<file path="src/rtl/dbg_regif.sv">
module dbg_regif #(
  parameter int NUM_HARTS  = 4,
  parameter int DATA_WORDS = 4,
  parameter int PROG_WORDS = 8,
  parameter int ADDR_W     = 7,
  parameter int DATA_BASE  = 'h04,
  parameter int CTRL_ADDR  = 'h10,
  parameter int ASTAT_ADDR = 'h16,
  parameter int CAP_ADDR   = 'h17,
  parameter int CMD_ADDR   = 'h18,
  parameter int PROG_BASE  = 'h20
) (
  input  logic                 clk,
  input  logic                 rst_n,
  input  logic                 req_valid,
  input  logic                 req_write,
  input  logic [ADDR_W-1:0]    req_addr,
  input  logic [31:0]          req_wdata,
  output logic                 resp_valid,
  output logic                 resp_ok,
  output logic [31:0]          resp_rdata,
  input  logic [NUM_HARTS-1:0] hart_halted,
  output logic [NUM_HARTS-1:0] hart_halt_req,
  output logic                 cmd_valid,
  output logic [31:0]          cmd_word,
  input  logic                 seq_busy_wr,
  input  logic                 seq_busy,
  input  logic                 seq_err_wr,
  input  logic [2:0]           seq_err
);
  localparam int SEL_W = 10;
  localparam int DI_W  = (DATA_WORDS > 1) ? $clog2(DATA_WORDS) : 1;
  localparam int PI_W  = (PROG_WORDS > 1) ? $clog2(PROG_WORDS) : 1;
  localparam int HI_W  = (NUM_HARTS > 1) ? $clog2(NUM_HARTS) : 1;

  logic [31:0]      data_q [DATA_WORDS];
  logic [31:0]      prog_q [PROG_WORDS];
  logic [SEL_W-1:0] sel_q;
  logic             halt_q, reset_q, active_q, busy_q;
  logic [7:0]       autoexec_q;
  logic [2:0]       err_q;

  wire              wr = req_valid && req_write;
  wire              in_data = int'(req_addr) >= DATA_BASE && int'(req_addr) < DATA_BASE + DATA_WORDS;
  wire              in_prog = int'(req_addr) >= PROG_BASE && int'(req_addr) < PROG_BASE + PROG_WORDS;
  wire              at_ctrl = int'(req_addr) == CTRL_ADDR;
  wire              at_astat = int'(req_addr) == ASTAT_ADDR;
  wire              at_cap = int'(req_addr) == CAP_ADDR;
  wire              at_cmd = int'(req_addr) == CMD_ADDR;
  wire [ADDR_W-1:0] data_off = req_addr - ADDR_W'(DATA_BASE);
  wire [ADDR_W-1:0] prog_off = req_addr - ADDR_W'(PROG_BASE);
  wire [DI_W-1:0]   data_idx = data_off[DI_W-1:0];
  wire [PI_W-1:0]   prog_idx = prog_off[PI_W-1:0];
  wire              sel_ok = int'(sel_q) < NUM_HARTS;
  wire [HI_W-1:0]   sel_idx = sel_q[HI_W-1:0];
  wire [SEL_W-1:0]  new_sel = req_wdata[25:16];
  wire [HI_W-1:0]   new_idx = new_sel[HI_W-1:0];
  wire              new_ok = int'(new_sel) < NUM_HARTS;

  wire              halt_rep = sel_ok ? hart_halt_req[sel_idx] : halt_q;
  wire [1:0]        status = !sel_ok ? 2'b11 : (hart_halted[sel_idx] ? 2'b01 : 2'b00);
  wire [31:0]       ctrl_rd = {halt_rep, 5'b0, sel_q, 4'd1, 4'b0, 2'b0, 1'b1, 1'b0,
                               status, reset_q, active_q};
  wire [31:0]       astat_rd = {autoexec_q, 11'b0, busy_q, 1'b0, err_q, 4'b0, 4'(DATA_WORDS)};
  wire [31:0]       cap_rd = {3'b0, 5'(PROG_WORDS), 24'b0};

  logic        rd_ok;
  logic [31:0] rd_val;
  always_comb begin
    rd_ok  = 1'b1;
    rd_val = '0;
    if (in_data)       rd_val = data_q[data_idx];
    else if (in_prog)  rd_val = prog_q[prog_idx];
    else if (at_ctrl)  rd_val = ctrl_rd;
    else if (at_astat) rd_val = astat_rd;
    else if (at_cap)   rd_val = cap_rd;
    else if (at_cmd)   rd_val = '0;
    else               rd_ok  = 1'b0;
  end

  always_ff @(posedge clk) begin
    if (!rst_n) begin
      resp_valid <= 1'b0;
      resp_ok    <= 1'b0;
      resp_rdata <= '0;
      cmd_valid  <= 1'b0;
      cmd_word   <= '0;
    end else begin
      resp_valid <= req_valid;
      resp_ok    <= req_valid && rd_ok;
      resp_rdata <= (req_valid && !req_write && rd_ok) ? rd_val : '0;
      cmd_valid  <= wr && at_cmd;
      if (wr && at_cmd) cmd_word <= req_wdata;
    end
  end

  always_ff @(posedge clk) begin
    if (!rst_n) begin
      for (int i = 0; i < DATA_WORDS; i++) data_q[i] <= '0;
      for (int i = 0; i < PROG_WORDS; i++) prog_q[i] <= '0;
    end else if (wr && in_data) begin
      data_q[data_idx] <= req_wdata;
    end else if (wr && in_prog) begin
      prog_q[prog_idx] <= req_wdata;
    end
  end

  always_ff @(posedge clk) begin
    if (!rst_n) begin
      sel_q         <= '0;
      halt_q        <= 1'b0;
      reset_q       <= 1'b0;
      active_q      <= 1'b0;
      hart_halt_req <= '0;
      autoexec_q    <= '0;
      busy_q        <= 1'b0;
      err_q         <= '0;
    end else begin
      if (wr && at_ctrl) begin
        if (req_wdata[0]) begin
          active_q <= 1'b1;
          halt_q   <= req_wdata[31];
          reset_q  <= req_wdata[1];
          sel_q    <= new_sel;
          if (new_ok) hart_halt_req[new_idx] <= req_wdata[31];
        end else begin
          active_q      <= 1'b0;
          halt_q        <= 1'b0;
          reset_q       <= 1'b0;
          sel_q         <= '0;
          hart_halt_req <= '0;
          autoexec_q    <= '0;
          busy_q        <= 1'b0;
          err_q         <= '0;
        end
      end
      if (wr && at_astat) begin
        autoexec_q <= req_wdata[31:24];
        if (req_wdata[10:8] == 3'd0) err_q <= '0;
      end
      if (seq_busy_wr) busy_q <= seq_busy;
      if (seq_err_wr)  err_q  <= seq_err;
    end
  end
endmodule

</file>
<file path="config.mk">
export PLATFORM = sky130hd
export DESIGN_NAME = dbg_regif
export DESIGN_NICKNAME = d
export VERILOG_FILES = /design/src/rtl/dbg_regif.sv
export SDC_FILE = /design/constraint.sdc
export NUM_CORES = 1
export LEC_CHECK = 0
export BUFFER_PORTS_ARGS = -buffer_cell sky130_fd_sc_hd__buf_4
export CAP_MARGIN = 20
export CORE_MARGIN = 8
export CORE_UTILIZATION = 65
export CTS_CLUSTER_SIZE = 12
export DETAILED_ROUTE_END_ITERATION = 10
export PLACE_DENSITY = 0.84
export SETUP_SLACK_MARGIN = 0.4
export SKIP_LAST_GASP = 1
export SYNTH_ARGS = -nofsm -noshare
export SYNTH_HDL_FRONTEND = slang
export SYNTH_SLANG_ARGS = --single-unit
</file>
<file path="constraint.sdc">
create_clock -name clk -period 6 [get_ports clk]
set_input_delay 0 -clock clk [delete_from_list [all_inputs] [get_ports clk]]
set_output_delay 0 -clock clk [all_outputs]
set_load 0.05 [all_outputs]
</file>
==> impl_metrics.xml, run 1 <==
<?xml version="1.0" encoding="UTF-8"?>
<metrics>
  <group name="outcome">
    <metric name="outcome" unit="">finished clean</metric>
  </group>
  <group name="floorplan">
    <metric name="die_w" unit="um">195</metric>
    <metric name="die_area" unit="mm2">0.0382</metric>
    <metric name="starting_density_of_the_core" unit="">0.661</metric>
    <metric name="core.rowCount" unit="">65</metric>
    <metric name="core_area" unit="mm2">0.0316</metric>
    <metric name="fp.dieH" unit="um">195</metric>
    <metric name="ios" unit="">124</metric>
  </group>
  <group name="worst_setup_path">
    <metric name="crit_path_end_kind" unit="">flop</metric>
    <metric name="worst_setup_path_start_kind" unit="">input port</metric>
    <metric name="r2r_end" unit="">resp_rdata[31]$_SDFF_PN0_</metric>
    <metric name="crit_fanout" unit="">36</metric>
    <metric name="r2r_start" unit="">sel_q[5]$_SDFFE_PN0N_</metric>
    <metric name="crit_path_arrival_time" unit="ns">2.96</metric>
    <metric name="critical_path.n_buffers_inverters" unit="">3</metric>
    <metric name="worst-path-stages" unit="">7</metric>
    <metric name="ff2ff_path_depth" unit="">4</metric>
    <metric name="critPathRequiredTime" unit="ns">6.17</metric>
    <metric name="path_cells" unit="">dlygate4sd3_1 -&gt; buf_4 -&gt; nor4b_4 -&gt; buf_4 -&gt; nand2_1 -&gt; nor3_2 -&gt; nand2b_2</metric>
    <metric name="critical-path-max-stage-delay" unit="ns">0.84</metric>
    <metric name="worst_setup_path_endpoint" unit="">prog_q[1][15]$_SDFFCE_PN0P_</metric>
    <metric name="cpMostUsedCell" unit="">buf_4</metric>
    <metric name="criticalPathCategory" unit="">input port to flop</metric>
    <metric name="worstSetupStartpoint" unit="">req_addr[5]</metric>
    <metric name="crit_family" unit="">simple AND/OR/NAND/NOR gates</metric>
    <metric name="worst_path_cell_with_the_longest_stage_delay" unit="">nand2b_2</metric>
    <metric name="r2r_setup_slack" unit="ns">4.08</metric>
  </group>
  <group name="timing">
    <metric name="timing.final.max_slew_violations" unit="">0</metric>
    <metric name="setup_viol" unit="">0</metric>
    <metric name="tightest_slew_margin_relative_to_the_limit" unit="">0.266</metric>
    <metric name="finalHoldViolations" unit="">0</metric>
    <metric name="worst_case_clock_skew" unit="ns">0.0190</metric>
    <metric name="post-route-worst-setup-slack" unit="ns">3.21</metric>
    <metric name="period_needed" unit="ns">2.79</metric>
    <metric name="achievable-frequency" unit="MHz">358</metric>
    <metric name="grt_setup_unrepaired" unit="">false</metric>
    <metric name="worstMarginPinSlew" unit="ns">1.10</metric>
    <metric name="fin_crit_sh" unit="">0.466</metric>
    <metric name="setup_tns_after_final_layout" unit="ns">0</metric>
  </group>
  <group name="clock_tree">
    <metric name="tritoncts" unit="">built</metric>
    <metric name="worst_skew_pair.late_latency" unit="ns">0.56</metric>
    <metric name="cts_hold_buf" unit="">50</metric>
    <metric name="cts-resized-gates" unit="">0</metric>
    <metric name="clk_pin_slew" unit="ns">0.06</metric>
    <metric name="cts_buffers" unit="">48</metric>
    <metric name="postCtsSetupBuffers" unit="">0</metric>
    <metric name="ctsHtreeMaxLevel" unit="">2</metric>
    <metric name="numClockSinks" unit="">480</metric>
    <metric name="cts_max_path_buffers" unit="">3</metric>
    <metric name="clock-root-buffer" unit="">clkbuf_16</metric>
  </group>
  <group name="final_layout">
    <metric name="area.growth.synth_to_final" unit="%">15.9</metric>
    <metric name="multiInputGateArea" unit="mm2">0.00706</metric>
    <metric name="seq_area" unit="mm2">0.0135</metric>
    <metric name="mostFrequentLayoutCell" unit="">edfxtp_1</metric>
    <metric name="mostFrequentLayoutCells" unit="">384 x edfxtp_1, 354 x and2_1, 140 x buf_4</metric>
    <metric name="fillers" unit="">1718</metric>
    <metric name="drive_above_1_share" unit="">0.228</metric>
    <metric name="fin_util" unit="">0.766</metric>
    <metric name="antenna_cells" unit="">0</metric>
    <metric name="finish.net_count" unit="">1621</metric>
  </group>
  <group name="synthesis">
    <metric name="sequential_area_share_after_synthesis" unit="">0.643</metric>
    <metric name="yosys.area.top_type_share" unit="">0.551</metric>
    <metric name="synth-warning-count" unit="">0</metric>
    <metric name="post_synth.cell_area_avg" unit="um2">14.4</metric>
    <metric name="synth_nets" unit="">1503</metric>
    <metric name="netlist_instances" unit="">1450</metric>
    <metric name="main_area_contributors_after_synthesis" unit="">edfxtp_1 55%, and2_1 11%, mux4_2 10%</metric>
    <metric name="synth.distinct_cells" unit="">45</metric>
    <metric name="postSynthRegisterBits" unit="">480</metric>
    <metric name="mappedNetlistArea" unit="mm2">0.0209</metric>
    <metric name="yosysTopAreaCell" unit="">edfxtp_1</metric>
  </group>
  <group name="global_route">
    <metric name="grt_first_pass_wirelength" unit="um">81300</metric>
    <metric name="overflow" unit="">0</metric>
    <metric name="grt_start_max_net_pins" unit="">71</metric>
    <metric name="global_route.usage.total" unit="">0.279</metric>
    <metric name="antenna_found_initial" unit="">0</metric>
    <metric name="first_global_vias" unit="">13500</metric>
  </group>
  <group name="placement">
    <metric name="detailedPlacementHpwl" unit="um">31700</metric>
    <metric name="gpl.final_weighted_congestion" unit="">0.885</metric>
    <metric name="detailedPlace.worstSlack" unit="ns">2.77</metric>
    <metric name="port_buffers" unit="">123</metric>
  </group>
  <group name="drt">
    <metric name="antenna_nets_post_route" unit="">0</metric>
    <metric name="num_vias" unit="">13200</metric>
    <metric name="dr.pass1.iters" unit="">7</metric>
    <metric name="drcViolationCount" unit="">0</metric>
    <metric name="first_iter_violations" unit="">1443</metric>
    <metric name="detail_route.wirelength" unit="um">53600</metric>
    <metric name="avgRoutedWirePerCell" unit="um">26.7</metric>
    <metric name="routed_via_density" unit="">6.55</metric>
  </group>
  <group name="power">
    <metric name="cellLeakagePower" unit="nW">8.87</metric>
    <metric name="report.power.total" unit="W">0.00705</metric>
    <metric name="powerDensity" unit="mW/mm2">291</metric>
    <metric name="ir_drop_worst_vdd" unit="mV">0.292</metric>
  </group>
  <group name="run">
    <metric name="count_of_max_cap_constraint_violations" unit="">0</metric>
  </group>
  <group name="worst_hold_path">
    <metric name="hold_class" unit="">input port to flop</metric>
  </group>
</metrics>
-- report_power, final --
| part | switching (W) | leakage, nW | total, W | internal [W] |
|---|---|---|---|---|
| logic | 0.000272 | 3.75 | 0.000471 | 0.000199 |
| registers | 0.0000406 | 4.42 | 0.00376 | 0.00372 |
| clock network | 0.00121 | 0.703 | 0.00282 | 0.00161 |
| total | 0.00152 | 8.87 | 0.00705 | 0.00553 |
-- worst min-delay path: stages --
cell and delay (ns):
buf_4 0.12, nor4b_1 0.10, a22oi_1 0.20, a211oi_1 0.10
-- how the worst min path moves through the flow --
stage	cells past startpoint	startpoint	end	slack, ns
4_1_cts	4	req_addr[6]	resp_rdata[25]$_SDFF_PN0_	0.002
6_report	4	req_addr[3]	resp_rdata[25]$_SDFF_PN0_	0.01
3_5_place_dp	3	seq_busy	busy_q$_SDFFE_PN0P_	0.26
2_1_floorplan	2	req_valid	resp_valid$_SDFF_PN0_	0.13
3_3_place_gp	3	seq_busy	busy_q$_SDFFE_PN0P_	0.27
5_1_grt	4	req_addr[6]	resp_rdata[21]$_SDFF_PN0_	0.02
-- per-layer routing --
metal / share of wire / vias up / routed length (um) / track usage
met5: 0 / - / 0 / 0
met4: 0.058 / 0 / 3100 / 0.151
met3: 0.079 / 216 / 4250 / 0.0450
met2: 0.51 / 793 / 27300 / 0.476
met1: 0.35 / 6591 / 19000 / 0.338
li1: - / 5567 / - / -
-- state kept, by name, indices dropped and copies added (netlist names) --
register	count
reset_q	1
sel_q	10
halt_q	1
resp_ok	1
resp_valid	1
err_q	3
cmd_word	32
cmd_valid	1
busy_q	1
autoexec_q	8
active_q	1
hart_halt_req	4
resp_rdata	32
prog_q	256
data_q	128
-- cells in the mapped netlist (all sizes together) --
master	number
dfxtp	96
nand4	1
a22oi	36
a311oi	1
a21boi	1
nand2	31
nand4b	3
nor4b	2
or4b	1
o21ai	9
a21oi	19
and3	34
o22a	1
and3b	1
mux4	97
a22o	2
nor2	85
mux2i	38
or3	2
nor3	12
o21a	1
mux2	31
nand3	18
o211ai	4
inv	4
nand3b	3
and4bb	1
o41a	1
and2	354
edfxtp	384
nor4	4
o31ai	2
a211oi	25
clkbuf	104
nand2b	7
buf	29
or4	4
o32ai	1
a2111o	1
-- final cells by class --
class	count	area share
clock buffers	80	0.0571
clock inverters	9	0.00315
inverters	4	0.000620
multi-input cells	833	0.291
flip-flops and latches	480	0.555
well taps	402	0.0208
repair buffers	201	0.0719
-- through the flow --
step | hold WS [ns] | instance area [um2] | instances
2_1_floorplan | 0.129 | 20900 | 1450
3_3_place_gp | 0.265 | 22100 | 1860
3_5_place_dp | 0.264 | 22200 | 1868
4_1_cts | 0.00230 | 24200 | 2007
5_1_grt | 0.0238 | 24200 | 2009
6_report | 0.0146 | 24200 | 2009
-- kinds of logic (layout without fill, tap and decap cells) --
logic type / count (synthesis) / count (layout) / share of synthesized area
mux: 166 / 166 / 0.139
simple gates: 563 / 563 / 0.156
flops: 480 / 480 / 0.643
buf+inv: 137 / 294 / 0.0272
compound gates: 104 / 104 / 0.0346
No activity file was read; power rests on OpenSTA's default activity.
==> run 2, diff against run 1 <==
Settings changed: ABC_AREA from default to 1, CORE_UTILIZATION 65 to 61, PLACE_DENSITY 0.84 to 0.8.
Clock period 6 ns to 2.8 ns, I/O delays scaled along.
==> run 2 against run 1 <==
Against the previous run:
- final cell count up 47%
- routed wire length up 19%
- synthesized area up 0.18%
- sequential cell count unchanged
- sequential share of layout area down 0.40 points
- final area up 0.72%
- global-route usage up 2.7 points
- power up 120%
- synthesized cell count up 60%
- worst hold slack better by 0.0062 ns
- via count up 32%
- count of clock-buffer cells in the layout up 2
- largest cell class unchanged
==> impl_metrics.xml, run 2 <==
<?xml version="1.0" encoding="UTF-8"?>
<metrics>
  <group name="placement">
    <metric name="post_dp_cell_area" unit="mm2">0.0225</metric>
    <metric name="gpl.final_weighted_congestion" unit="">0.945</metric>
    <metric name="port_buffers" unit="">123</metric>
    <metric name="detailedPlacementHpwl" unit="um">38400</metric>
  </group>
  <group name="power">
    <metric name="powerDensity" unit="mW/mm2">627</metric>
    <metric name="report.power.total" unit="W">0.0153</metric>
    <metric name="ir_drop_worst_vdd" unit="mV">0.594</metric>
    <metric name="cellLeakagePower" unit="nW">9.68</metric>
  </group>
  <group name="final_layout">
    <metric name="final_design_area_no_fill" unit="mm2">0.0244</metric>
    <metric name="antenna_cells" unit="">0</metric>
    <metric name="multiInputGateArea" unit="mm2">0.00631</metric>
    <metric name="finish.net_count" unit="">2511</metric>
    <metric name="fillers" unit="">2413</metric>
    <metric name="seq_area" unit="mm2">0.0135</metric>
    <metric name="most_flops_register" unit="">prog_q</metric>
    <metric name="top_flop_regs" unit="">prog_q x256, data_q x128</metric>
    <metric name="mostFrequentLayoutCells" unit="">607 x nand2_1, 556 x nor2_1, 384 x edfxtp_1</metric>
    <metric name="mostFrequentLayoutCell" unit="">nand2_1</metric>
    <metric name="drive_above_1_share" unit="">0.105</metric>
    <metric name="largest_reg_flops" unit="">256</metric>
    <metric name="fin_util" unit="">0.714</metric>
    <metric name="area.growth.synth_to_final" unit="%">16.5</metric>
  </group>
  <group name="timing">
    <metric name="setup_tns_after_final_layout" unit="ns">0</metric>
    <metric name="finalHoldViolations" unit="">0</metric>
    <metric name="setup_viol" unit="">0</metric>
    <metric name="grt_setup_unrepaired" unit="">false</metric>
    <metric name="tightest_slew_margin_relative_to_the_limit" unit="">0.494</metric>
    <metric name="fin_crit_sh" unit="">0.811</metric>
    <metric name="achievable-frequency" unit="MHz">441</metric>
    <metric name="timing.final.max_slew_violations" unit="">0</metric>
    <metric name="worst_case_clock_skew" unit="ns">0.0128</metric>
    <metric name="period_needed" unit="ns">2.27</metric>
    <metric name="worstMarginPinSlew" unit="ns">0.758</metric>
  </group>
  <group name="synthesis">
    <metric name="synthArstFlopShare" unit="">0</metric>
    <metric name="main_area_contributors_after_synthesis" unit="">edfxtp_1 55%, nand2_1 11%, nor2_1 10%</metric>
    <metric name="yosys.area.top_type_share" unit="">0.550</metric>
    <metric name="sequential_area_share_after_synthesis" unit="">0.642</metric>
    <metric name="postSynthRegisterBits" unit="">480</metric>
    <metric name="synth_most_common_cell" unit="">nand2_1</metric>
    <metric name="ys_top_cells_by_count" unit="">608 x nand2_1, 559 x nor2_1, 384 x edfxtp_1</metric>
    <metric name="synth-warning-count" unit="">0</metric>
    <metric name="synth.distinct_cells" unit="">23</metric>
    <metric name="netlist_instances" unit="">2317</metric>
    <metric name="synth_nets" unit="">2370</metric>
    <metric name="post_synth.cell_area_avg" unit="um2">9.04</metric>
    <metric name="synth_enable_flop_cells" unit="">384</metric>
    <metric name="mappedNetlistArea" unit="mm2">0.0210</metric>
    <metric name="synth-main-ff-cell" unit="">edfxtp_1</metric>
    <metric name="yosysTopAreaCell" unit="">edfxtp_1</metric>
  </group>
  <group name="clock_tree">
    <metric name="ctsHtreeMaxLevel" unit="">2</metric>
    <metric name="cts_max_path_buffers" unit="">3</metric>
    <metric name="clock-root-buffer" unit="">clkbuf_16</metric>
    <metric name="worst_skew_pair.late_latency" unit="ns">0.56</metric>
    <metric name="clk_pin_slew" unit="ns">0.06</metric>
    <metric name="tritoncts" unit="">built</metric>
    <metric name="postCtsSetupBuffers" unit="">0</metric>
    <metric name="numClockSinks" unit="">480</metric>
    <metric name="cts_buffers" unit="">49</metric>
  </group>
  <group name="drt">
    <metric name="avgRoutedWirePerCell" unit="um">21.5</metric>
    <metric name="detail_route.wirelength" unit="um">63600</metric>
    <metric name="drcViolationCount" unit="">0</metric>
    <metric name="first_iter_violations" unit="">2515</metric>
    <metric name="dr.pass1.iters" unit="">7</metric>
    <metric name="routed_via_density" unit="">5.91</metric>
    <metric name="num_vias" unit="">17400</metric>
    <metric name="antenna_nets_post_route" unit="">0</metric>
  </group>
  <group name="worst_hold_path">
    <metric name="worstHoldPathCells" unit="">4</metric>
    <metric name="hold_class" unit="">input port to flop</metric>
  </group>
  <group name="global_route">
    <metric name="antenna_found_initial" unit="">0</metric>
    <metric name="first_global_vias" unit="">17300</metric>
    <metric name="overflow" unit="">0</metric>
    <metric name="global_route.usage.total" unit="">0.306</metric>
    <metric name="grt_start_max_net_pins" unit="">92</metric>
    <metric name="grt_first_pass_wirelength" unit="um">96700</metric>
  </group>
  <group name="floorplan">
    <metric name="fp.dieH" unit="um">201</metric>
    <metric name="starting_density_of_the_core" unit="">0.613</metric>
    <metric name="core_area" unit="mm2">0.0342</metric>
    <metric name="ios" unit="">124</metric>
    <metric name="core.rowCount" unit="">68</metric>
    <metric name="die_w" unit="um">201</metric>
    <metric name="die_area" unit="mm2">0.0405</metric>
  </group>
  <group name="worst_setup_path">
    <metric name="ff2ff_path_depth" unit="">5</metric>
    <metric name="crit_path_arrival_time" unit="ns">2.76</metric>
    <metric name="worst_setup_path_start_kind" unit="">input port</metric>
    <metric name="worst_path_cell_with_the_longest_stage_delay" unit="">dlygate4sd3_1</metric>
    <metric name="crit_path_end_kind" unit="">flop</metric>
    <metric name="critical-path-max-stage-delay" unit="ns">0.58</metric>
    <metric name="crit_fanout" unit="">12</metric>
    <metric name="criticalPathCategory" unit="">input port to flop</metric>
    <metric name="r2r_setup_slack" unit="ns">1.44</metric>
    <metric name="critPathRequiredTime" unit="ns">3.29</metric>
    <metric name="path_cells" unit="">dlygate4sd3_1 -&gt; buf_4 -&gt; nand2_1 -&gt; clkinvlp_4 -&gt; nand3_2 -&gt; buf_4 -&gt; nand3_1 -&gt; a21oi_1 -&gt; dlygate4sd3_1</metric>
  </group>
  <group name="outcome">
    <metric name="outcome" unit="">finished clean</metric>
  </group>
  <group name="run">
    <metric name="count_of_max_cap_constraint_violations" unit="">0</metric>
  </group>
</metrics>
==> run 2: path summary, 6_finish.rpt <==
path	startpoint	to
hold reg to reg	cmd_word[28]$_SDFFE_PN0P_	cmd_word[28]$_SDFFE_PN0P_
setup reg to reg	busy_q$_SDFFE_PN0P_	busy_q$_SDFFE_PN0P_
hold / removal	rst_n	hart_halt_req[1]$_SDFFE_PN0P_
setup / recovery	req_write	err_q[1]$_SDFF_PN0_
==> run 2: critical path, delay by kind of cell <==
| family | cells | cell delay (ns) |
|---|---|---|
| AND/OR/NAND/NOR | 3 | 0.69 |
| AO/OA/AOI/OAI | 1 | 0.15 |
| buffers and inverters | 5 | 1.93 |
==> run 2: final cells by class <==
class,instances,share of cell area
Sequential cell,480,0.551
Multi-Input combinational cell,1517,0.259
Timing Repair Buffer,229,0.0781
Clock buffer,82,0.0592
Inverter,181,0.0280
Tap cell,455,0.0233
Clock inverter,8,0.00169
==> run 2: repair_timing <==
action	CTS	global route
resized for setup	0	2
hold buffers	45	0
setup endpoints to repair	0	3
hold endpoints to repair	115	0
==> run 2: kinds of logic (layout without fill, tap and decap cells) <==
kind of cell	after synthesis	after routing	share of synthesized area
buf+inv	320	500	0.0588
compound gates	155	155	0.0377
simple gates	1362	1362	0.261
flops	480	480	0.642
==> run 2: power breakdown <==
| part | internal (W) | switching, W |
|---|---|---|
| Sequential | 0.00797 | 0.0000835 |
| Combinational | 0.000314 | 0.000807 |
| Clock | 0.00349 | 0.00263 |
==> run 2: stage by stage <==
stage / hold slack (ns) / worst slack [ns] / cells
2_1_floorplan: 0.112 / 0.103 / 2317
3_3_place_gp: 0.225 / 0.672 / 2817
3_5_place_dp: 0.230 / 0.586 / 2817
4_1_cts: 0.00422 / 0.449 / 2952
5_1_grt: 0.0369 / 0.483 / 2952
6_report: 0.0208 / 0.530 / 2952
==> run 2: layer usage <==
metal	GRT usage	wire length [um]	part of all wire
met4	0.158	3230	0.051
met2	0.500	30100	0.47
met1	0.384	22200	0.35
met5	0	0	0
met3	0.0611	8030	0.13
